<file path="config.mk">
export PLATFORM = sky130hd
export DESIGN_NAME = boot_byte_bridge
export DESIGN_NICKNAME = d
export VERILOG_FILES = /design/src/rtl/bbb_pkg.sv /design/src/rtl/bbb_decode.sv /design/src/rtl/bbb_seq.sv /design/src/rtl/bbb_lanes.sv /design/src/rtl/boot_byte_bridge.sv
export SDC_FILE = /design/constraint.sdc
export NUM_CORES = 1
export LEC_CHECK = 0
export BUFFER_PORTS_ARGS = -buffer_cell sky130_fd_sc_hd__buf_2
export CORE_MARGIN = 3
export CORE_UTILIZATION = 44
export CTS_BUF_LIST = sky130_fd_sc_hd__clkbuf_4 sky130_fd_sc_hd__clkbuf_8
export DETAILED_ROUTE_END_ITERATION = 6
export PLACE_DENSITY = 0.7
export SLEW_MARGIN = 20
export SYNTH_ARGS = -nofsm -noshare
export SYNTH_HDL_FRONTEND = slang
export SYNTH_SLANG_ARGS = --single-unit
export TNS_END_PERCENT = 100
</file>
<file path="constraint.sdc">
create_clock -name clk_i -period 2.5 [get_ports clk_i]
set_input_delay 0.5 -clock clk_i [delete_from_list [all_inputs] [get_ports clk_i]]
set_output_delay 0.5 -clock clk_i [all_outputs]
set_load 0.01 [all_outputs]
</file>
<file path="src/rtl/bbb_pkg.sv">
package bbb_pkg;
  typedef enum logic [1:0] {
    SZ_BYTE = 2'd0,
    SZ_WORD = 2'd1,
    SZ_LONG = 2'd2,
    SZ_RSVD = 2'd3
  } xfer_size_e;

  typedef enum logic [1:0] {
    ST_IDLE = 2'd0,
    ST_ACT  = 2'd1,
    ST_GAP  = 2'd2,
    ST_ERR  = 2'd3
  } seq_state_e;

  localparam int unsigned BUS_BYTES   = 4;
  localparam int unsigned BURST_BEATS = 4;
  localparam int unsigned LANE_W      = $clog2(BUS_BYTES);
  localparam int unsigned BEAT_W      = $clog2(BURST_BEATS);
endpackage

</file>
<file path="src/rtl/bbb_decode.sv">
module bbb_decode
  import bbb_pkg::*;
#(
  parameter int unsigned ADDR_W    = 32,
  parameter int unsigned DEV_AW    = 20,
  parameter logic [31:0] WIN_A_TAG = 32'h000,
  parameter logic [31:0] WIN_B_TAG = 32'hFF8
) (
  input  logic              clk_i,
  input  logic              rst_ni,
  input  logic              boot_sel_i,
  input  logic [ADDR_W-1:0] addr_i,
  input  logic [1:0]        size_i,
  input  logic              burst_i,
  output logic              sel_flash_o,
  output logic              bad_o
);
  localparam int unsigned WIN_W = ADDR_W - DEV_AW;

  logic             strap_q;
  logic             live_q;
  logic [WIN_W-1:0] tag;
  logic             hit_a, hit_b, long_acc, misal;
  xfer_size_e       sz;

  // strap follows the pin only while reset is held
  always_ff @(posedge clk_i) begin
    if (!rst_ni) strap_q <= boot_sel_i;
  end

  always_ff @(posedge clk_i or negedge rst_ni) begin
    if (!rst_ni) live_q <= 1'b0;
    else         live_q <= 1'b1;
  end

  assign sz       = xfer_size_e'(size_i);
  assign tag      = addr_i[ADDR_W-1:DEV_AW];
  assign hit_a    = (tag == WIN_A_TAG[WIN_W-1:0]);
  assign hit_b    = (tag == WIN_B_TAG[WIN_W-1:0]);
  assign long_acc = burst_i || (sz == SZ_LONG);

  always_comb begin
    misal = 1'b0;
    if (long_acc)                 misal = |addr_i[1:0];
    else if (sz == SZ_WORD)       misal = addr_i[0];
    else if (sz == SZ_RSVD)       misal = 1'b1;
  end

  assign bad_o       = misal || !(hit_a || hit_b);
  assign sel_flash_o = hit_a ? strap_q : !strap_q;


  strap_hold_chk: assert property (@(posedge clk_i) disable iff (!rst_ni)
    live_q |-> $stable(strap_q));
endmodule

</file>
<file path="src/rtl/bbb_seq.sv">
module bbb_seq
  import bbb_pkg::*;
#(
  parameter int unsigned DEV_AW = 20,
  parameter int unsigned WAIT_W = 4
) (
  input  logic              clk_i,
  input  logic              rst_ni,
  input  logic              req_i,
  input  logic              we_i,
  input  logic [1:0]        size_i,
  input  logic              burst_i,
  input  logic [DEV_AW-1:0] addr_lo_i,
  input  logic [WAIT_W-1:0] wait_i,
  input  logic              bad_i,
  input  logic              sel_flash_i,
  output logic              flash_ce_o,
  output logic              eprom_ce_o,
  output logic              mem_oe_o,
  output logic              mem_we_o,
  output logic [DEV_AW-1:0] dev_addr_o,
  output logic              ack_o,
  output logic              err_o,
  output logic              load_wd_o,
  output logic              clr_rd_o,
  output logic              cap_o
);
  seq_state_e        st_q, st_d;
  logic [DEV_AW-1:0] base_q;
  logic [LANE_W-1:0] last_b_q, bcnt_q;
  logic [BEAT_W-1:0] lcnt_q;
  logic [WAIT_W-1:0] lim_q, wcnt_q;
  logic              burst_q, we_q, flash_q;
  logic              accept, reject, act, act_end, last_byte, more_lw;
  logic [LANE_W-1:0] last_b_d;
  logic [WAIT_W-1:0] lim_d;
  xfer_size_e        sz;

  assign sz        = xfer_size_e'(size_i);
  assign accept    = (st_q == ST_IDLE) && req_i && !bad_i;
  assign reject    = (st_q == ST_IDLE) && req_i && bad_i;
  assign act       = (st_q == ST_ACT);
  assign act_end   = act && (wcnt_q == lim_q);
  assign last_byte = (st_q == ST_GAP) && (bcnt_q == last_b_q);
  assign more_lw   = burst_q && (lcnt_q != BEAT_W'(BURST_BEATS - 1));

  always_comb begin
    if (burst_i)               last_b_d = LANE_W'(BUS_BYTES - 1);
    else if (sz == SZ_WORD)    last_b_d = LANE_W'(1);
    else if (sz == SZ_LONG)    last_b_d = LANE_W'(BUS_BYTES - 1);
    else                       last_b_d = '0;
    lim_d = (wait_i == '0) ? WAIT_W'(1) : wait_i;
  end

  always_comb begin
    st_d = st_q;
    unique case (st_q)
      ST_IDLE: if (accept) st_d = ST_ACT;
               else if (reject) st_d = ST_ERR;
      ST_ACT:  if (act_end) st_d = ST_GAP;
      ST_GAP:  st_d = (last_byte && !more_lw) ? ST_IDLE : ST_ACT;
      ST_ERR:  st_d = ST_IDLE;
      default: st_d = ST_IDLE;
    endcase
  end

  always_ff @(posedge clk_i or negedge rst_ni) begin
    if (!rst_ni) begin
      st_q     <= ST_IDLE;
      base_q   <= '0;
      last_b_q <= '0;
      bcnt_q   <= '0;
      lcnt_q   <= '0;
      lim_q    <= WAIT_W'(1);
      wcnt_q   <= WAIT_W'(1);
      burst_q  <= 1'b0;
      we_q     <= 1'b0;
      flash_q  <= 1'b0;
    end else begin
      st_q <= st_d;
      if (accept) begin
        base_q   <= addr_lo_i;
        last_b_q <= last_b_d;
        burst_q  <= burst_i;
        we_q     <= we_i;
        flash_q  <= sel_flash_i;
        lim_q    <= lim_d;
        bcnt_q   <= '0;
        lcnt_q   <= '0;
        wcnt_q   <= WAIT_W'(1);
      end else if (act && !act_end) begin
        wcnt_q <= wcnt_q + WAIT_W'(1);
      end else if (st_q == ST_GAP) begin
        wcnt_q <= WAIT_W'(1);
        if (last_byte) begin
          bcnt_q <= '0;
          if (more_lw) lcnt_q <= lcnt_q + BEAT_W'(1);
        end else begin
          bcnt_q <= bcnt_q + LANE_W'(1);
        end
      end
    end
  end

  assign dev_addr_o = base_q + {{(DEV_AW-LANE_W-BEAT_W){1'b0}}, lcnt_q, bcnt_q};
  assign flash_ce_o = act && flash_q;
  assign eprom_ce_o = act && !flash_q;
  assign mem_oe_o   = act && !we_q;
  assign mem_we_o   = act && we_q;
  assign ack_o      = last_byte;
  assign err_o      = (st_q == ST_ERR);
  assign load_wd_o  = accept || (last_byte && more_lw);
  assign clr_rd_o   = load_wd_o;
  assign cap_o      = act_end && !we_q;

  // strobe length monitor
  logic              act_q;
  logic [WAIT_W:0]   sw_cnt_q;
  always_ff @(posedge clk_i or negedge rst_ni) begin
    if (!rst_ni) begin
      act_q    <= 1'b0;
      sw_cnt_q <= '0;
    end else begin
      act_q    <= act;
      sw_cnt_q <= act ? sw_cnt_q + (WAIT_W+1)'(1) : '0;
    end
  end


  strobe_len_chk: assert property (@(posedge clk_i) disable iff (!rst_ni)
    (act_q && !act) |-> (sw_cnt_q == {1'b0, lim_q}));

  ack_pulse_chk: assert property (@(posedge clk_i) disable iff (!rst_ni)
    ack_o |=> !ack_o);

  ack_quiet_chk: assert property (@(posedge clk_i) disable iff (!rst_ni)
    ack_o |-> !(flash_ce_o || eprom_ce_o));

  err_pulse_chk: assert property (@(posedge clk_i) disable iff (!rst_ni)
    err_o |=> !err_o);

  err_quiet_chk: assert property (@(posedge clk_i) disable iff (!rst_ni)
    err_o |=> !(flash_ce_o || eprom_ce_o));

  ce_excl_chk: assert property (@(posedge clk_i) disable iff (!rst_ni)
    !(flash_ce_o && eprom_ce_o));
endmodule

</file>
<file path="src/rtl/bbb_lanes.sv">
module bbb_lanes
  import bbb_pkg::*;
(
  input  logic              clk_i,
  input  logic              rst_ni,
  input  logic [31:0]       wdata_i,
  input  logic [7:0]        mem_rdata_i,
  input  logic [LANE_W-1:0] dev_lo_i,
  input  logic              load_i,
  input  logic              clr_i,
  input  logic              cap_i,
  output logic [31:0]       rdata_o,
  output logic [7:0]        mem_wdata_o
);
  logic [BUS_BYTES-1:0][7:0] wd_q, rd_q;
  logic [LANE_W-1:0]         lane;

  // big-endian: lowest device address lands in the top lane
  assign lane = LANE_W'(BUS_BYTES - 1) - dev_lo_i;

  always_ff @(posedge clk_i or negedge rst_ni) begin
    if (!rst_ni)     wd_q <= '0;
    else if (load_i) wd_q <= wdata_i;
  end

  for (genvar g = 0; g < BUS_BYTES; g++) begin : g_rd_lane
    always_ff @(posedge clk_i or negedge rst_ni) begin
      if (!rst_ni)                              rd_q[g] <= '0;
      else if (clr_i)                           rd_q[g] <= '0;
      else if (cap_i && (lane == LANE_W'(g)))   rd_q[g] <= mem_rdata_i;
    end
  end

  assign rdata_o     = rd_q;
  assign mem_wdata_o = wd_q[lane];


  clr_cap_excl_chk: assert property (@(posedge clk_i) disable iff (!rst_ni)
    !(clr_i && cap_i));
endmodule

</file>
<file path="src/rtl/boot_byte_bridge.sv">
module boot_byte_bridge
  import bbb_pkg::*;
#(
  parameter int unsigned ADDR_W    = 32,
  parameter int unsigned DEV_AW    = 20,
  parameter int unsigned WAIT_W    = 4,
  parameter logic [31:0] WIN_A_TAG = 32'h000,
  parameter logic [31:0] WIN_B_TAG = 32'hFF8
) (
  input  logic              clk_i,
  input  logic              rst_ni,
  input  logic              boot_sel_i,
  input  logic [WAIT_W-1:0] wait_i,
  input  logic              req_i,
  input  logic              we_i,
  input  logic [1:0]        size_i,
  input  logic              burst_i,
  input  logic [ADDR_W-1:0] addr_i,
  input  logic [31:0]       wdata_i,
  output logic [31:0]       rdata_o,
  output logic              ack_o,
  output logic              err_o,
  output logic [DEV_AW-1:0] mem_addr_o,
  output logic [7:0]        mem_wdata_o,
  input  logic [7:0]        mem_rdata_i,
  output logic              flash_ce_o,
  output logic              eprom_ce_o,
  output logic              mem_oe_o,
  output logic              mem_we_o
);
  logic              sel_flash, bad, load_wd, clr_rd, cap;
  logic [DEV_AW-1:0] dev_addr;

  bbb_decode #(
    .ADDR_W(ADDR_W), .DEV_AW(DEV_AW),
    .WIN_A_TAG(WIN_A_TAG), .WIN_B_TAG(WIN_B_TAG)
  ) u_decode (
    .clk_i, .rst_ni, .boot_sel_i, .addr_i, .size_i, .burst_i,
    .sel_flash_o(sel_flash), .bad_o(bad)
  );

  bbb_seq #(.DEV_AW(DEV_AW), .WAIT_W(WAIT_W)) u_seq (
    .clk_i, .rst_ni, .req_i, .we_i, .size_i, .burst_i,
    .addr_lo_i(addr_i[DEV_AW-1:0]), .wait_i,
    .bad_i(bad), .sel_flash_i(sel_flash),
    .flash_ce_o, .eprom_ce_o, .mem_oe_o, .mem_we_o,
    .dev_addr_o(dev_addr), .ack_o, .err_o,
    .load_wd_o(load_wd), .clr_rd_o(clr_rd), .cap_o(cap)
  );

  bbb_lanes u_lanes (
    .clk_i, .rst_ni, .wdata_i, .mem_rdata_i,
    .dev_lo_i(dev_addr[LANE_W-1:0]),
    .load_i(load_wd), .clr_i(clr_rd), .cap_i(cap),
    .rdata_o, .mem_wdata_o
  );

  assign mem_addr_o = dev_addr;


  rst_quiet_chk: assert property (@(posedge clk_i)
    !rst_ni |-> !(flash_ce_o || eprom_ce_o || mem_oe_o || mem_we_o || ack_o || err_o));

  dir_excl_chk: assert property (@(posedge clk_i) disable iff (!rst_ni)
    !(mem_oe_o && mem_we_o));
endmodule

</file>
==> Word-level counts from Yosys, hierarchy flattened <==
Cells that the tools add are included.
{ "op_classes": {"add_sub_neg": 5, "magnitude_cmp": 1, "eq_ne": 16, "n_mux": 35, "reduce_logical": 45} }
{ "ops": {"columns": ["cell", "count"], "rows": [
  ["8-bit two-way mux", 9],
  ["2-bit two-way mux", 15],
  ["20-bit by 4-bit adder with 20-bit output", 1],
  ["1-bit logical AND", 18],
  ["8-bit binary-select mux with 2-bit select", 1],
  ["4-bit two-way mux", 4],
  ["2-bit nonzero test", 7],
  ["12-bit == test, second input constant", 1],
  ["2-bit == test, second input constant", 6],
  ["12-bit zero test", 1],
  ["2-bit one-hot mux with 4 select lines", 1],
  ["1-bit zero test", 7],
  ["2-bit by 1-bit == test with 1-bit output, second input constant", 3],
  ["1-bit two-way mux", 5],
  ["2-bit by 1-bit adder with 2-bit output, second input constant", 2],
  ["4-bit by 1-bit adder with 4-bit output, second input constant", 1],
  ["4-bit == test", 1],
  ["2-bit zero test", 2],
  ["4-bit zero test", 1],
  ["1-bit logical OR", 4],
  ["2-bit inequality test, second input constant", 2],
  ["2-bit AND reduction", 2],
  ["4-bit AND reduction", 1],
  ["2-bit by 3-bit less-than comparator with 1-bit output, second input constant", 1],
  ["6 further kinds", 6]
]} }
{ "word_totals": {"ff_bits": 104, "inputBits": 84, "output_inout_bits": 66} }

==> Longest topological paths before layout <==
Gate-level depths: netlist of run 1.
{ "logic_depth": {"depth_word": 9, "mapped_depth": 9, "mapped_depth_nobuf": 7} }

==> Hierarchy <==
A second synthesis of run 1 with hierarchy kept.
{ "hier_totals": {"cells_unflattened": 414, "hier_area_um2": 5211.2} }
{ "by_module_without_submodules": {"columns": ["module", "n_inst", "cells_per_inst", "area_per_inst_um2"], "rows": [
  ["bbb_lanes", 1, 194, 2821.5],
  ["bbb_seq", 1, 204, 2255.9],
  ["bbb_decode", 1, 16, 133.9]
]} }

==> Worst setup path before layout of run 1 <==
OpenSTA, ideal clock, no wires.
{ "synth_path": {"path_kind": "register to output", "startpoint": "register u_seq.bcnt_q[0]", "endpoint": "output mem_wdata_o[0]", "arrival_ps": 1922, "t_required_ps": 2000, "path_slack_ps": 78, "path_stages_with_launch": 5, "cell_sequence": "dfrtp_1 > ha_1 > fa_1 > clkbuf_1 > mux4_2"} }
{ "synth_between": {"elab_chain_cells": 4} }
{ "synth_rtl": {"columns": ["element", "line_no", "source"], "rows": [
  ["start, declared", "bbb_seq.sv:30", "logic [LANE_W-1:0] last_b_q, bcnt_q;"],
  ["start signal, assigned", "bbb_seq.sv:99", "bcnt_q <= bcnt_q + LANE_W'(1);"],
  ["20-bit by 4-bit adder with 20-bit output", "bbb_seq.sv:105", "assign dev_addr_o = base_q + {{(DEV_AW-LANE_W-BEAT_W){1'b0}}, lcnt_q, bcnt_q};"],
  ["via mem_addr_o[1]", "boot_byte_bridge.sv:23", "output logic [DEV_AW-1:0] mem_addr_o,"],
  ["2-bit subtractor", "bbb_lanes.sv:19", "assign lane = LANE_W'(BUS_BYTES - 1) - dev_lo_i;"],
  ["8-bit binary-select mux with 2-bit select", "bbb_lanes.sv:35", "assign mem_wdata_o = wd_q[lane];"],
  ["8-bit two-way mux (implied by the code)", "bbb_lanes.sv:35", null],
  ["end, declared", "boot_byte_bridge.sv:24", "output logic [7:0] mem_wdata_o,"]
]} }
The timed path passes the listed nets, and every way through them passes these cells. The select of a mux whose other input is x is not followed.

==> Worst setup path in the final report of run 1 <==
{ "layout_path": {"startpoint": "register u_seq.bcnt_q[1]", "endpoint": "output mem_addr_o[11]"} }
{ "layout_between": {"elab_chain_cells": 1} }
{ "layout_rtl": {"columns": ["element", "line_no"], "rows": [
  ["20-bit by 4-bit adder with 20-bit output", "bbb_seq.sv:105"],
  ["end, declared", "boot_byte_bridge.sv:23"]
]} }
Every way passes these cells.

==> impl_metrics.toml, run 1 <==
[timing]
worst_slack_ns = -0.201
fin_crit_ns = 2.70
slew_headroom_pct = 49.5
post-route-period-util_pct = 108
finalHoldViolations = 0
rsz0062_at_grt = "true"
drv_slew = 0
setup_tns_ns = -2.35
worst_slew_pin_slew_ns = 0.757
finalSetupViolCount = 21
fmax_mhz = 370
fin_worst_skew_ns = 0.0124

[yosys]
ys_seq_area_share_pct = 52.3
synth_largest_area_cell = "dfrtp_1"
synth_top_cell_area_share_pct = 50.7
syn_avg_cell_area_um2 = 12.6
synth_edf_count = 1
synthesis.nets = 490
synthArstFlopShare_pct = 99.0
synthDistinctLibCells = 45
netlist_area_mm2 = 0.00499
yosys_warnings = 0
ys_ff_latch = 104
synthTopCellsByArea = "dfrtp_1, mux2_2, mux2i_1, mux2_1, mux4_2"
synth_top_flop_cell = "dfrtp_1"
synth_cells = 395

[global_routing]
grt_antenna_before_repair = 0
grt_overflow = 0
grt_pass1_wl_mm = 18.9
grt_max_degree = 59
grt_pass1_vias = 3847
grtUsageTotal_pct = 18.7

[cells_and_area]
final_common_cell = "buf_2"
drive_above_1_share_pct = 47.1
diodes = 0
final_cell_mix = "buf_2, dfrtp_1, nor2_1"
syn2layout_area_growth_pct = 31.7
final_cells = 717
fin_nets = 667

[route]
drc = 0
dr.pass1.iters = 4
drtIter0Drc = 155
via_count = 3719
finalWirelength_mm = 11.6
vias_per_cell = 5.19
ant_nets = 0
post_drt_wl_per_cell_um = 16.2

[placed_design]
numPortBuffers = 149
dp_cells = 691
place_congestion = 0.826
dp_hpwl_mm = 8.46

[clock_network]
clock_sinks = 104
clk_path_buf_depth = 2
htreeDepth = 3
clk_latency_ns = 0.39
cts_tree = "yes"
cts_buffers = 9
path_clk_slew_ns = 0.10
clockRootBuffer = "clkbuf_8"

[critical_path]
crit_arrival_ns = 2.20
slowest_delay_ns = 0.41
crit_path_top_delay_cell = "dfrtp_1"
crit_fanout = 5
crit_chain = "buf_6 -> ha_4 -> a21oi_4 -> o211ai_1 -> and4_4 -> buf_4 -> xor2_1 -> buf_2"
endpoint_kind = "output pin"
worst-endpoint-required_ns = 2.00
crit_family = "buffers and inverters"
start_kind = "register"
critical_path_buf_inv_count = 3
crit_type = "register to output pin"

[pwr]
powerDensity_mw_per_mm2 = 802
p_int_mw = 3.52
ir_drop_mv = 0.429
combPwrFrac_pct = 35.1
seq_power_share_pct = 42.3
switching_share_pct = 33.2
p_total_mw = 5.27
p_clk_share_pct = 22.6
cellLeakagePower_nw = 3.51
switching_power_mw = 1.75

[flow_run]
drv_cap = 0

[status]
outcome = "finished, violations left"
failed_checks = "negative setup slack"

[die]
io_pins = 150
start_util_pct = 45.6
row_count = 38
chipHeight_um = 112
die_w_um = 112
core_area_mm2 = 0.0109
die_area_mm2 = 0.0126

[hold_path]
hold_path_class = "input pin to register"
per-layer routing:
metal / GRT usage [%] / routed length, um
met1: 23.5 / 4910
met2: 31.6 / 5870
met3: 4.53 / 676
met4: 6.65 / 176
met5: 0 / 0
state kept, by name, indices dropped and copies added (netlist names), 2 cells and up:
register,count
u_seq.lim_q,4
u_lanes.rdata_o,32
u_seq.wcnt_q,4
u_seq.st_q,2
u_seq.last_b_q,2
u_seq.base_q,20
u_seq.lcnt_q,2
u_lanes.wd_q,32
u_seq.bcnt_q,2
cell usage after synthesis, types with 2 or more instances:
cell      count
nor3_1        5
or3_1         3
dfstp_2       2
nand4_1       5
a21oi_1       2
nand4b_1      2
buf_2         3
dfrtp_1     101
xnor2_1      16
buf_6         2
nand2_1      20
xor2_1       10
o22ai_1       2
buf_4         4
inv_1         6
mux4_2        8
nor2_1       43
mux2_2       35
nand2b_1      4
mux2_1       25
o31ai_1       2
ha_1         10
nand3_1      13
nor2b_1       5
o21ai_0       5
mux2i_1      32
and2_1        3
clkbuf_1      6
and4_1        5
worst paths after layout:
check / cells past startpoint / end / slack (ns) / start
setup / recovery: 8 / mem_addr_o[11] / -0.20 / u_seq.bcnt_q[1]$_DFFE_PN0P_
setup reg to reg: 8 / u_lanes.wd_q[14]$_DFFE_PN0P_ / 0.47 / u_seq.bcnt_q[0]$_DFFE_PN0P_
hold / removal: 1 / u_decode.strap_q$_DFFE_PN_ / 0.29 / boot_sel_i
max in group asynchronous: 3 / u_lanes.rdata_o[16]$_DFFE_PN0P_ / 1.13 / rst_ni
hold reg to reg: 1 / u_lanes.wd_q[16]$_DFFE_PN0P_ / 0.49 / u_lanes.wd_q[16]$_DFFE_PN0P_
min in group asynchronous: 2 / u_seq.lim_q[2]$_DFFE_PN0P_ / 0.44 / rst_ni
cell type report:
type                            instances  area (um^2)
Clock buffer                            9          124
Clock inverter                          7          104
Fill cell                             897         4370
Inverter                                6         22.5
Multi-Input combinational cell        269         2430
Sequential cell                       104         2610
Tap cell                              140          175
Timing Repair Buffer                  182         1100
power by group through the flow:
stage          Sequential [mW]  Clock (mW)  Combinational, mW
2_1_floorplan             2.35           0              0.856
3_3_place_gp              2.25           0               1.67
3_5_place_dp              2.27           0               1.73
5_1_grt                   2.28        1.31               2.02
4_1_cts                   2.23        1.23               1.84
6_report                  2.23        1.19               1.85
cell families after synthesis:
logic type | Yosys count | synth area share (%)
buffers and inverters | 22 | 2.33
adder cells (fa/ha/maj) | 11 | 2.91
AND/OR/NAND/NOR | 115 | 11.9
multiplexers | 100 | 23.6
flip-flops | 104 | 52.3
XOR/XNOR | 26 | 4.57
AO/OA/AOI/OAI | 17 | 2.36
what timing repair did:
| action | 4_1_cts | 5_1_grt |
|---|---|---|
| endpoints found under the hold margin | 3 | 0 |
| setup buffers | 10 | 0 |
| setup endpoints to repair | 24 | 24 |
| pin swaps | 16 | 11 |
| hold buffers | 1 | 0 |
| resized for setup | 29 | 13 |
metrics by stage:
step / hold WS (ns) / utilization (%) / cell area, um^2 / setup WS (ns)
2_1_floorplan: 0.204 / - / 4990 / 0.0780
3_3_place_gp: 0.305 / 55.3 / 6050 / 0.0683
3_5_place_dp: 0.306 / 55.3 / 6050 / 0.00536
4_1_cts: 0.270 / 59.4 / 6490 / -0.190
5_1_grt: 0.276 / 60.1 / 6570 / -0.313
6_report: 0.289 / 60.1 / 6570 / -0.201
Power figures use the tool's default switching activity.
==> run 2, diff against run 1 <==
Settings changed: ABC_CLOCK_PERIOD_IN_PS set to 2500, SKIP_LAST_GASP set to 1.
==> impl_metrics.toml, run 2 (synthesis results as in run 1) <==
[critical_path]
crit_path_top_delay_cell = "dfrtp_1"
endpoint_kind = "output pin"
start_kind = "register"
slowest_delay_ns = 0.41
crit_arrival_ns = 2.19
crit_chain = "buf_6 -> ha_4 -> a21oi_4 -> o211ai_1 -> and4_4 -> buf_4 -> xor2_1 -> buf_2"
crit_type = "register to output pin"
reg2reg_slack_ns = 0.46
crit_fanout = 5
worst-endpoint-required_ns = 2.00

[global_routing]
grt_overflow = 0
grtUsageTotal_pct = 18.7
grt_antenna_before_repair = 0
grt_pass1_wl_mm = 18.9
grt_pass1_vias = 3851
grt_max_degree = 59

[pwr]
cellLeakagePower_nw = 3.50
p_total_mw = 5.18
powerDensity_mw_per_mm2 = 796
ir_drop_mv = 0.429

[placed_design]
numPortBuffers = 149
dp_hpwl_mm = 8.46
place_congestion = 0.826

[timing]
slew_headroom_pct = 50.4
rsz0062_at_grt = "true"
whs_ns = 0.291
worst_slack_ns = -0.192
fmax_mhz = 371
drv_slew = 0
finalHoldViolations = 0
finalSetupViolCount = 21
worst_slew_pin_slew_ns = 0.743
fin_crit_ns = 2.69
fin_worst_skew_ns = 0.0123
post-route-period-util_pct = 108

[status]
failed_checks = "negative setup slack"
outcome = "finished, violations left"

[cells_and_area]
syn2layout_area_growth_pct = 30.7
final_common_cell = "buf_2"
fin_nets = 667
final_cell_mix = "buf_2, dfrtp_1, nor2_1"
diodes = 0
drive_above_1_share_pct = 46.8

[clock_network]
clk_latency_ns = 0.38
clock_sinks = 104
cts_buffers = 9
cts_tree = "yes"
clk_path_buf_depth = 2
htreeDepth = 3
path_clk_slew_ns = 0.10
clockRootBuffer = "clkbuf_8"

[route]
drtIter0Drc = 158
post_drt_wl_per_cell_um = 16.0
finalWirelength_mm = 11.5
vias_per_cell = 5.14
drc = 0
via_count = 3685
dr.pass1.iters = 4
ant_nets = 0

[die]
io_pins = 150
start_util_pct = 45.6
core_area_mm2 = 0.0109
chipHeight_um = 112
die_area_mm2 = 0.0126
die_w_um = 112
row_count = 38

[flow_run]
drv_cap = 0

[hold_path]
hold_path_class = "input pin to register"
-- run 2: layer usage --
metal	GRT usage [%]	up-vias	wire, um
met5	0	-	0
met1	23.5	1824	4870
li1	-	1750	-
met4	6.97	0	163
met3	4.64	14	638
met2	31.3	97	5830
-- run 2: critical path: cells and delay by family (launching register included) --
family,cells,cell delay (ns)
buffers and inverters,3,0.41
adder cells (fa/ha/maj),1,0.26
AND/OR/NAND/NOR,1,0.32
AO/OA/AOI/OAI,2,0.29
flip-flops,1,0.41
XOR/XNOR,1,0.14
-- run 2: cell type report --
cell class	count	area (um^2)
multi-input combinational	269	2420
inverter	6	22.5
fill	903	4420
timing repair buffer	182	1060
clock buffer	9	124
clock inverter	7	104
sequential	104	2610
tap	140	175
-- run 2: per-stage QoR --
stage | std cells | instance area [um^2] | TNS [ns] | setup slack [ns] | util [%]
floorplan | 395 | 4990 | 0 | 0.0780 | -
global placement | 691 | 6050 | 0 | 0.0683 | 55.3
detailed placement | 691 | 6050 | 0 | 0.00536 | 55.3
CTS | 717 | 6470 | -2.82 | -0.190 | 59.2
global route | 717 | 6520 | -4.91 | -0.312 | 59.6
finish | 717 | 6520 | -2.34 | -0.192 | 59.6
-- run 2: worst paths after layout --
path | from | endpoint | depth (start not counted)
min in group asynchronous | rst_ni | u_seq.lim_q[2]$_DFFE_PN0P_ | 2
hold reg to reg | u_lanes.wd_q[16]$_DFFE_PN0P_ | u_lanes.wd_q[16]$_DFFE_PN0P_ | 1
max in group asynchronous | rst_ni | u_lanes.rdata_o[16]$_DFFE_PN0P_ | 3
setup / recovery | u_seq.bcnt_q[1]$_DFFE_PN0P_ | mem_addr_o[11] | 8
hold / removal | boot_sel_i | u_decode.strap_q$_DFFE_PN_ | 1
setup reg to reg | u_seq.bcnt_q[0]$_DFFE_PN0P_ | u_lanes.wd_q[14]$_DFFE_PN0P_ | 8
-- run 2: report_power, final --
part           total (mW)  internal, mW  switching [mW]
clock network        1.19         0.576           0.614
logic                1.77         0.861           0.904
registers            2.23          2.01           0.216
-- run 2: repair_timing --
action / 4_1_cts / 5_1_grt
pin swaps: 15 / 11
gates resized for setup: 25 / 8
setup buffers: 10 / 0
hold buffers: 1 / 0
endpoints found under the hold margin: 3 / 0
setup endpoints to repair: 24 / 24
